### config.mk
export PLATFORM = sky130hd
export DESIGN_NAME = awcs_decoder
export DESIGN_NICKNAME = d
export VERILOG_FILES = /design/src/rtl/awcs_pkg.sv /design/src/rtl/awcs_win_match.sv /design/src/rtl/awcs_prio_sel.sv /design/src/rtl/awcs_cs_stage.sv /design/src/rtl/awcs_upper_pins.sv /design/src/rtl/awcs_decoder.sv
export SDC_FILE = /design/constraint.sdc
export NUM_CORES = 1
export LEC_CHECK = 0
export ABC_AREA = 0
export BUFFER_PORTS_ARGS = -buffer_cell sky130_fd_sc_hd__buf_2
export CAP_MARGIN = 20
export CORE_AREA = 2 2 100 102
export DETAILED_ROUTE_END_ITERATION = 8
export DIE_AREA = 0 0 102 104
export GPL_ROUTABILITY_DRIVEN = 1
export PLACE_DENSITY = 0.82
export RECOVER_POWER = 100
export SLEW_MARGIN = 20
export SYNTH_ARGS = -nofsm -noshare
export SYNTH_HDL_FRONTEND = slang
export SYNTH_HIERARCHICAL = 1
export SYNTH_SLANG_ARGS = --single-unit
### constraint.sdc
create_clock -name clk -period 6.4 [get_ports clk]
set_input_delay 0.96 -clock clk [delete_from_list [all_inputs] [get_ports clk]]
set_output_delay 0.96 -clock clk [all_outputs]
set_load 0.005 [all_outputs]
### src/rtl/awcs_pkg.sv
// Package: shared types and helpers for the address-window chip-select decoder.
// Assumes the external address carries at least 16 bits below the upper pins.
package awcs_pkg;

    localparam int unsigned NUM_WIN  = 4;
    localparam int unsigned LOW_BITS = 16;

    typedef enum logic [1:0] {
        SPACE_64K  = 2'd0,
        SPACE_256K = 2'd1,
        SPACE_1M   = 2'd2,
        SPACE_8M   = 2'd3
    } space_e;

    // Number of upper address pins driven for a given space size.
    function automatic int unsigned upper_lines(space_e s);
        case (s)
            SPACE_64K:  return 0;
            SPACE_256K: return 2;
            SPACE_1M:   return 4;
            default:    return 7;
        endcase
    endfunction

endpackage

### src/rtl/awcs_win_match.sv
// Module: single window comparator.
// Reports a hit when the window is enabled and every address bit at or above
// the window's size exponent equals the base. Exponents >= ADDR_W match all.
module awcs_win_match #(
    parameter int unsigned ADDR_W = 23,
    parameter int unsigned SZ_W   = 5
) (
    input  logic [ADDR_W-1:0] addr_i,
    input  logic [ADDR_W-1:0] base_i,
    input  logic [SZ_W-1:0]   szlog_i,
    input  logic              en_i,
    output logic              hit_o
);

    logic [ADDR_W-1:0] keep_mask;

    // Build the mask of compared bits and evaluate the hit.
    always_comb begin
        for (int i = 0; i < int'(ADDR_W); i++) begin
            keep_mask[i] = (i >= int'(szlog_i));
        end
        hit_o = en_i && (((addr_i ^ base_i) & keep_mask) == '0);
    end

endmodule

### src/rtl/awcs_prio_sel.sv
// Module: fixed-priority resolver.
// Highest window index wins (4 > 3 > 2 > 1); no hit selects the default.
// Output one-hot bit 0 is the default, bit w is window w.
module awcs_prio_sel #(
    parameter int unsigned NW    = 4,
    parameter int unsigned CFG_W = 16,
    localparam int unsigned CSW  = NW + 1
) (
    input  logic [NW-1:0]       hit_i,
    input  logic [NW*CFG_W-1:0] cfg_i,
    input  logic [CFG_W-1:0]    dflt_cfg_i,
    output logic [CSW-1:0]      sel_oh_o,
    output logic [CFG_W-1:0]    sel_cfg_o
);

    // Scan upward so that the last (highest) matching window overrides.
    always_comb begin
        sel_oh_o    = '0;
        sel_oh_o[0] = 1'b1;
        sel_cfg_o   = dflt_cfg_i;
        for (int j = 0; j < int'(NW); j++) begin
            if (hit_i[j]) begin
                sel_oh_o      = '0;
                sel_oh_o[j+1] = 1'b1;
                sel_cfg_o     = cfg_i[j*CFG_W +: CFG_W];
            end
        end
    end

endmodule

### src/rtl/awcs_cs_stage.sv
// Module: chip-select output stage.
// Direct mode passes the decode straight through while an access is valid.
// Filtered mode captures the decode once at the first valid edge and holds it
// until the access ends. Assumes acc_valid_i is glitch-free at clock edges.
module awcs_cs_stage #(
    parameter int unsigned CSW = 5
) (
    input  logic           clk,
    input  logic           rst_n,
    input  logic           valid_i,
    input  logic           single_i,
    input  logic           unlatched_i,
    input  logic [CSW-1:0] sel_oh_i,
    output logic [CSW-1:0] csn_o
);

    logic           active_q;
    logic [CSW-1:0] csn_q;
    logic [CSW-1:0] csn_direct;
    logic           live;

    // Whether an external access is in progress.
    always_comb live = valid_i && !single_i;

    // Combinational chip selects for direct mode.
    always_comb csn_direct = live ? ~sel_oh_i : '1;

    // Filtered register: capture at the start of the access, release at its end.
    always_ff @(posedge clk) begin
        if (!rst_n) begin
            csn_q    <= '1;
            active_q <= 1'b0;
        end else if (!live) begin
            csn_q    <= '1;
            active_q <= 1'b0;
        end else if (!active_q) begin
            csn_q    <= ~sel_oh_i;
            active_q <= 1'b1;
        end
    end

    // Output mux between the two modes.
    always_comb csn_o = unlatched_i ? csn_direct : csn_q;

    // once captured, the filtered value holds while the access continues.
    p_hold_r7: assert property (@(posedge clk) disable iff (!rst_n)
        (active_q && live) |=> $stable(csn_q));

    // an edge that samples no valid access releases the filtered selects.
    p_release_r7: assert property (@(posedge clk) disable iff (!rst_n)
        (!live) |=> (csn_q == '1));

    // in direct mode, no access means no select.
    p_idle_high_r8: assert property (@(posedge clk) disable iff (!rst_n)
        (unlatched_i && !live) |-> (csn_o == '1));

endmodule

### src/rtl/awcs_upper_pins.sv
// Module: upper address pin driver.
// Enables as many pins above bit 15 as the space size allows; pins that are
// not enabled drive zero. Single-chip operation disables every pin.
module awcs_upper_pins #(
    parameter int unsigned ADDR_W = 23,
    localparam int unsigned UW    = ADDR_W - awcs_pkg::LOW_BITS
) (
    input  logic [ADDR_W-1:0]     addr_i,
    input  awcs_pkg::space_e      space_i,
    input  logic                  single_i,
    output logic [UW-1:0]         upa_o,
    output logic [UW-1:0]         upa_oe_o
);

    int unsigned lines;

    // Work out the enabled pins and their driven values.
    always_comb begin
        lines = awcs_pkg::upper_lines(space_i);
        for (int i = 0; i < int'(UW); i++) begin
            upa_oe_o[i] = !single_i && (i < int'(lines));
            upa_o[i]    = upa_oe_o[i] ? addr_i[awcs_pkg::LOW_BITS + i] : 1'b0;
        end
    end

endmodule

### src/rtl/awcs_decoder.sv
// Module: top of the prioritised address-window chip-select decoder.
// Masks the address to the configured space width, compares it against four
// windows, resolves priority, and drives chip selects, the selected bus
// configuration word and the upper address pins.
module awcs_decoder #(
    parameter int unsigned ADDR_W = 23,
    parameter int unsigned CFG_W  = 16,
    parameter int unsigned SZ_W   = 5,
    localparam int unsigned NW    = awcs_pkg::NUM_WIN,
    localparam int unsigned CSW   = NW + 1,
    localparam int unsigned UW    = ADDR_W - awcs_pkg::LOW_BITS
) (
    input  logic                  clk,
    input  logic                  rst_n,
    input  logic [ADDR_W-1:0]     addr_i,
    input  logic                  acc_valid_i,
    input  logic                  single_chip_i,
    input  logic                  unlatched_i,
    input  logic [1:0]            space_sel_i,
    input  logic [NW-1:0]         win_en_i,
    input  logic [NW*ADDR_W-1:0]  win_base_i,
    input  logic [NW*SZ_W-1:0]    win_szlog_i,
    input  logic [NW*CFG_W-1:0]   win_cfg_i,
    input  logic [CFG_W-1:0]      dflt_cfg_i,
    output logic [CSW-1:0]        csn_o,
    output logic [CFG_W-1:0]      sel_cfg_o,
    output logic [UW-1:0]         upa_o,
    output logic [UW-1:0]         upa_oe_o
);

    awcs_pkg::space_e   space;
    logic [ADDR_W-1:0]  space_mask;
    logic [ADDR_W-1:0]  dec_addr;
    logic [NW-1:0]      win_hit;
    logic [CSW-1:0]     sel_oh;

    // Decode the space code and clear address bits beyond the space width.
    always_comb begin
        space = awcs_pkg::space_e'(space_sel_i);
        for (int i = 0; i < int'(ADDR_W); i++) begin
            space_mask[i] = (i < int'(awcs_pkg::LOW_BITS + awcs_pkg::upper_lines(space)));
        end
        dec_addr = addr_i & space_mask;
    end

    // One comparator per window.
    for (genvar w = 0; w < int'(NW); w++) begin : g_win
        awcs_win_match #(.ADDR_W(ADDR_W), .SZ_W(SZ_W)) u_match (
            .addr_i  (dec_addr),
            .base_i  (win_base_i[w*ADDR_W +: ADDR_W]),
            .szlog_i (win_szlog_i[w*SZ_W +: SZ_W]),
            .en_i    (win_en_i[w]),
            .hit_o   (win_hit[w])
        );
    end

    awcs_prio_sel #(.NW(NW), .CFG_W(CFG_W)) u_prio (
        .hit_i      (win_hit),
        .cfg_i      (win_cfg_i),
        .dflt_cfg_i (dflt_cfg_i),
        .sel_oh_o   (sel_oh),
        .sel_cfg_o  (sel_cfg_o)
    );

    awcs_cs_stage #(.CSW(CSW)) u_cs (
        .clk         (clk),
        .rst_n       (rst_n),
        .valid_i     (acc_valid_i),
        .single_i    (single_chip_i),
        .unlatched_i (unlatched_i),
        .sel_oh_i    (sel_oh),
        .csn_o       (csn_o)
    );

    awcs_upper_pins #(.ADDR_W(ADDR_W)) u_upa (
        .addr_i   (addr_i),
        .space_i  (space),
        .single_i (single_chip_i),
        .upa_o    (upa_o),
        .upa_oe_o (upa_oe_o)
    );

    // never more than one chip select low.
    p_one_cs_r5: assert property (@(posedge clk) disable iff (!rst_n)
        $onehot0(~csn_o));

    // a window-4 hit always reaches the window-4 select in direct mode.
    p_top_win_r2: assert property (@(posedge clk) disable iff (!rst_n)
        (win_hit[NW-1] && acc_valid_i && !single_chip_i && unlatched_i)
            |-> !csn_o[CSW-1]);

    // no hit during a direct-mode access drives the default select.
    p_dflt_r3: assert property (@(posedge clk) disable iff (!rst_n)
        ((win_hit == '0) && acc_valid_i && !single_chip_i && unlatched_i)
            |-> !csn_o[0]);

    // single-chip operation drives no upper pin.
    p_upa_off_r11: assert property (@(posedge clk) disable iff (!rst_n)
        single_chip_i |-> (upa_oe_o == '0));

endmodule

==> results.sh <==
export IMPL_synth_cells=417
export IMPL_yosys_area_top_type="xnor2_1"
export IMPL_ys_warn_count=6
export IMPL_drive_above_1_share_pct=45.55
export IMPL_setup_violations=0
export IMPL_required_ns=5.44
export IMPL_drv_slew=0
export IMPL_vias_per_cell=5.177
export IMPL_synth_area_leaders="xnor2_1 (18%), xor2_1 (7.8%), a21oi_1 (7.7%)"
export IMPL_worst_path_largest_cell_delay_ns=0.69
export IMPL_critPathMaxFanout=33
export IMPL_holdBufCountCts=0
export IMPL_h_tree_depth=1
export IMPL_worstPathArrival_ns=4.66
export IMPL_vias=4085
export IMPL_min_period_over_period_pct=87.79
export IMPL_ys_ff_latch=6
export IMPL_max_freq_mhz=178.0
export IMPL_io_buffers=260
export IMPL_synth_main_ff_cell="dfxtp_1"
export IMPL_path_clk_slew_ns=0.04
export IMPL_powerDensity_nw_per_um2=88.87
export IMPL_wire_per_inst_um=18.15
export IMPL_critPathSlowestCell="inv_1"
export IMPL_synth_area_sq_um=3137
export IMPL_cts_setup_buffers=0
export IMPL_synth_nets=643
export IMPL_fin_crit_ns=5.619
export IMPL_netlist_cell_type_count=51
export IMPL_antenna_left=0
export IMPL_cts_num_sinks=6
export IMPL_die_h_um=104
export IMPL_fin_area_sq_um=4342
export IMPL_antenna_found_initial=6
export IMPL_dpl_hpwl_mm=11.93
export IMPL_slew_headroom_pct=32.19
export IMPL_core_area_sq_um=9549
export IMPL_tightest_slew_ns=1.016
export IMPL_synth_seq_area_share_pct=3.829
export IMPL_cp_end_kind="output pin"
export IMPL_area_growth_pct=38.41
export IMPL_start_util_pct=32.85
export IMPL_synth_enable_flop_cells=0
export IMPL_grt_max_degree=34
export IMPL_grt_pass1_vias=4004
export IMPL_finClkSkew_ns=0.002602
export IMPL_hold_viol=0
export IMPL_leakage_nw=1.912
export IMPL_netlist_area_leader_share_pct=17.87
export IMPL_yosysMostFrequentCell="xnor2_1"
export IMPL_fin_setup_tns_ns=0
export IMPL_ir_worst_vdd_uv=54.79
export IMPL_path_cells="clkbuf_1 -> and3_1 -> xnor2_1 -> nand2_1 -> nor2_1 -> o211ai_1 -> or4_1 -> a221oi_1 -> inv_1 -> and3_1 -> a31oi_1 -> clkbuf_1"
export IMPL_overflow=0
export IMPL_cts_resized_gates=0
export IMPL_clk_path_buf_depth=2
export IMPL_fin_ws_ns=0.7812
export IMPL_dr_pass1_iters=4
export IMPL_totalWireLength_mm=14.32
export IMPL_critPathLaunchType="input port"
export IMPL_fin_nets=880
export IMPL_tritoncts="built"
export IMPL_dieWidth_um=102
export IMPL_placementRows=36
export IMPL_yosys_top_cells_count="xnor2_1 (64), a21oi_1 (48), nor2_1 (34)"
export IMPL_outcome="completed"
export IMPL_drc=0
export IMPL_fill_cells=1036
export IMPL_io_pins=261
export IMPL_gr_usage_all_layers_pct=25.46
export IMPL_cap_violations=0
export IMPL_placed_area_sq_um=4347
export IMPL_avgSynthCellArea_sq_um=7.522
export IMPL_clock_root_buffer="clkbuf_8"
export IMPL_gp_congestion=0.9009
export IMPL_numCtsBuffers=3
export IMPL_die_area_sq_um=10610
export IMPL_async_flop_share_pct=0
export IMPL_clock_latency_ns=0.22
export IMPL_pre_cts_ws_ns=1.216
export IMPL_grt_first_pass_wirelength_mm=20.89
export IMPL_critPathKind="input port to output pin"
export IMPL_drtIter0Drc=164
export IMPL_min_path_type="register to register"
export IMPL_rsz0062_at_grt="no"
==> final cells by class <==
cell class	instances	area [sq um]	share of cell area [%]
Timing Repair Buffer	261	1280	29.48
Inverter	7	26.28	0.6052
Sequential cell	6	120.1	2.767
Multi-Input combinational cell	375	2698	62.13
Clock buffer	3	41.29	0.9510
Antenna cell	4	10.01	0.2305
Tap cell	133	166.4	3.833
==> per-stage QoR <==
stage | instances | util (%) | power (mW) | hold WS (ns)
6_report | 789 | 45.47 | 0.3858 | 0.5261
5_1_grt | 788 | 45.44 | 0.4186 | 0.5477
4_1_cts | 785 | 45.95 | 0.3910 | 0.5230
3_5_place_dp | 782 | 45.52 | 0.3320 | 0.5109
3_3_place_gp | 782 | 45.52 | 0.3293 | 0.5045
2_1_floorplan | 417 | - | 0.2082 | 0.4812
==> flip-flops by register name (all words and copies together), names as in the netlist <==
signal and flops:
u_cs/csn_q 5, u_cs/active_q 1
==> worst paths after layout <==
| path | cells after the start | endpoint | from | slack (ns) |
|---|---|---|---|---|
| hold reg to reg | 2 | u_cs/csn_q[4] | u_cs/csn_q[4] | 0.53 |
| setup reg to reg | 2 | u_cs/csn_q[1] | u_cs/active_q | 5.55 |
| setup / recovery | 12 | csn_o[2] | space_sel_i[0] | 0.78 |
| hold / removal | 2 | u_cs/csn_q[4] | u_cs/csn_q[4] | 0.53 |
==> kinds of logic (layout without fill, tap and decap cells) <==
group	Yosys count	in the layout	share of synthesized area (%)
DFF	6	6	3.829
buffers and inverters	36	271	9.294
and+or+nand+nor	111	111	19.07
muxes	16	16	5.744
adders and majority gates	8	8	2.553
xor gates and xnor gates	92	92	25.69
AOI/OAI and AO/OA	148	148	33.83
other	0	4	0
==> per-layer routing <==
metal / track usage, % / routed length (um) / vias to the layer above
met4: 8.000 / 304 / 2
li1: - / - / 2019
met3: 6.183 / 1315 / 25
met1: 29.03 / 5454 / 1823
met2: 45.77 / 7230 / 216
met5: 0 / 18 / -
==> where the power goes <==
group	switching, mW	total (mW)	internal, mW
combinational	0.146	0.290	0.144
sequential	0.000715	0.0390	0.0383
clock	0.0165	0.0569	0.0404
total	0.163	0.386	0.222
==> critical path: cells and delay by family <==
family	cells	cell delay, ns
XOR/XNOR	1	0.19
AND/OR/NAND/NOR	5	1.48
AO/OA/AOI/OAI	3	0.94
buffers and inverters	3	1.08
==> placed cells by master, fill, tap and decap left out, drive strengths merged <==
master and n:
or3 5, nor2b 10, nor3 4, a21oi 48, a311oi 4, o211ai 4
nand2b 1, and2 9, nand4 4, buf 235, o311a 4, nor3b 2
nand2 16, or4 4, dfxtp 6, a221o 4, and2b 2, o22ai 36
clkbuf 29, inv 6, xnor2 64, a21o 8, maj3 8, o21a 6
xor2 28, nor2 34, clkinv 1, o21ai 13, mux2 16, diode 4
a31oi 9, o21ba 4, nand3 8, and3b 1, and3 7, nor4 4
a221oi 8
Note: power is estimated with default switching activity, not from simulation.
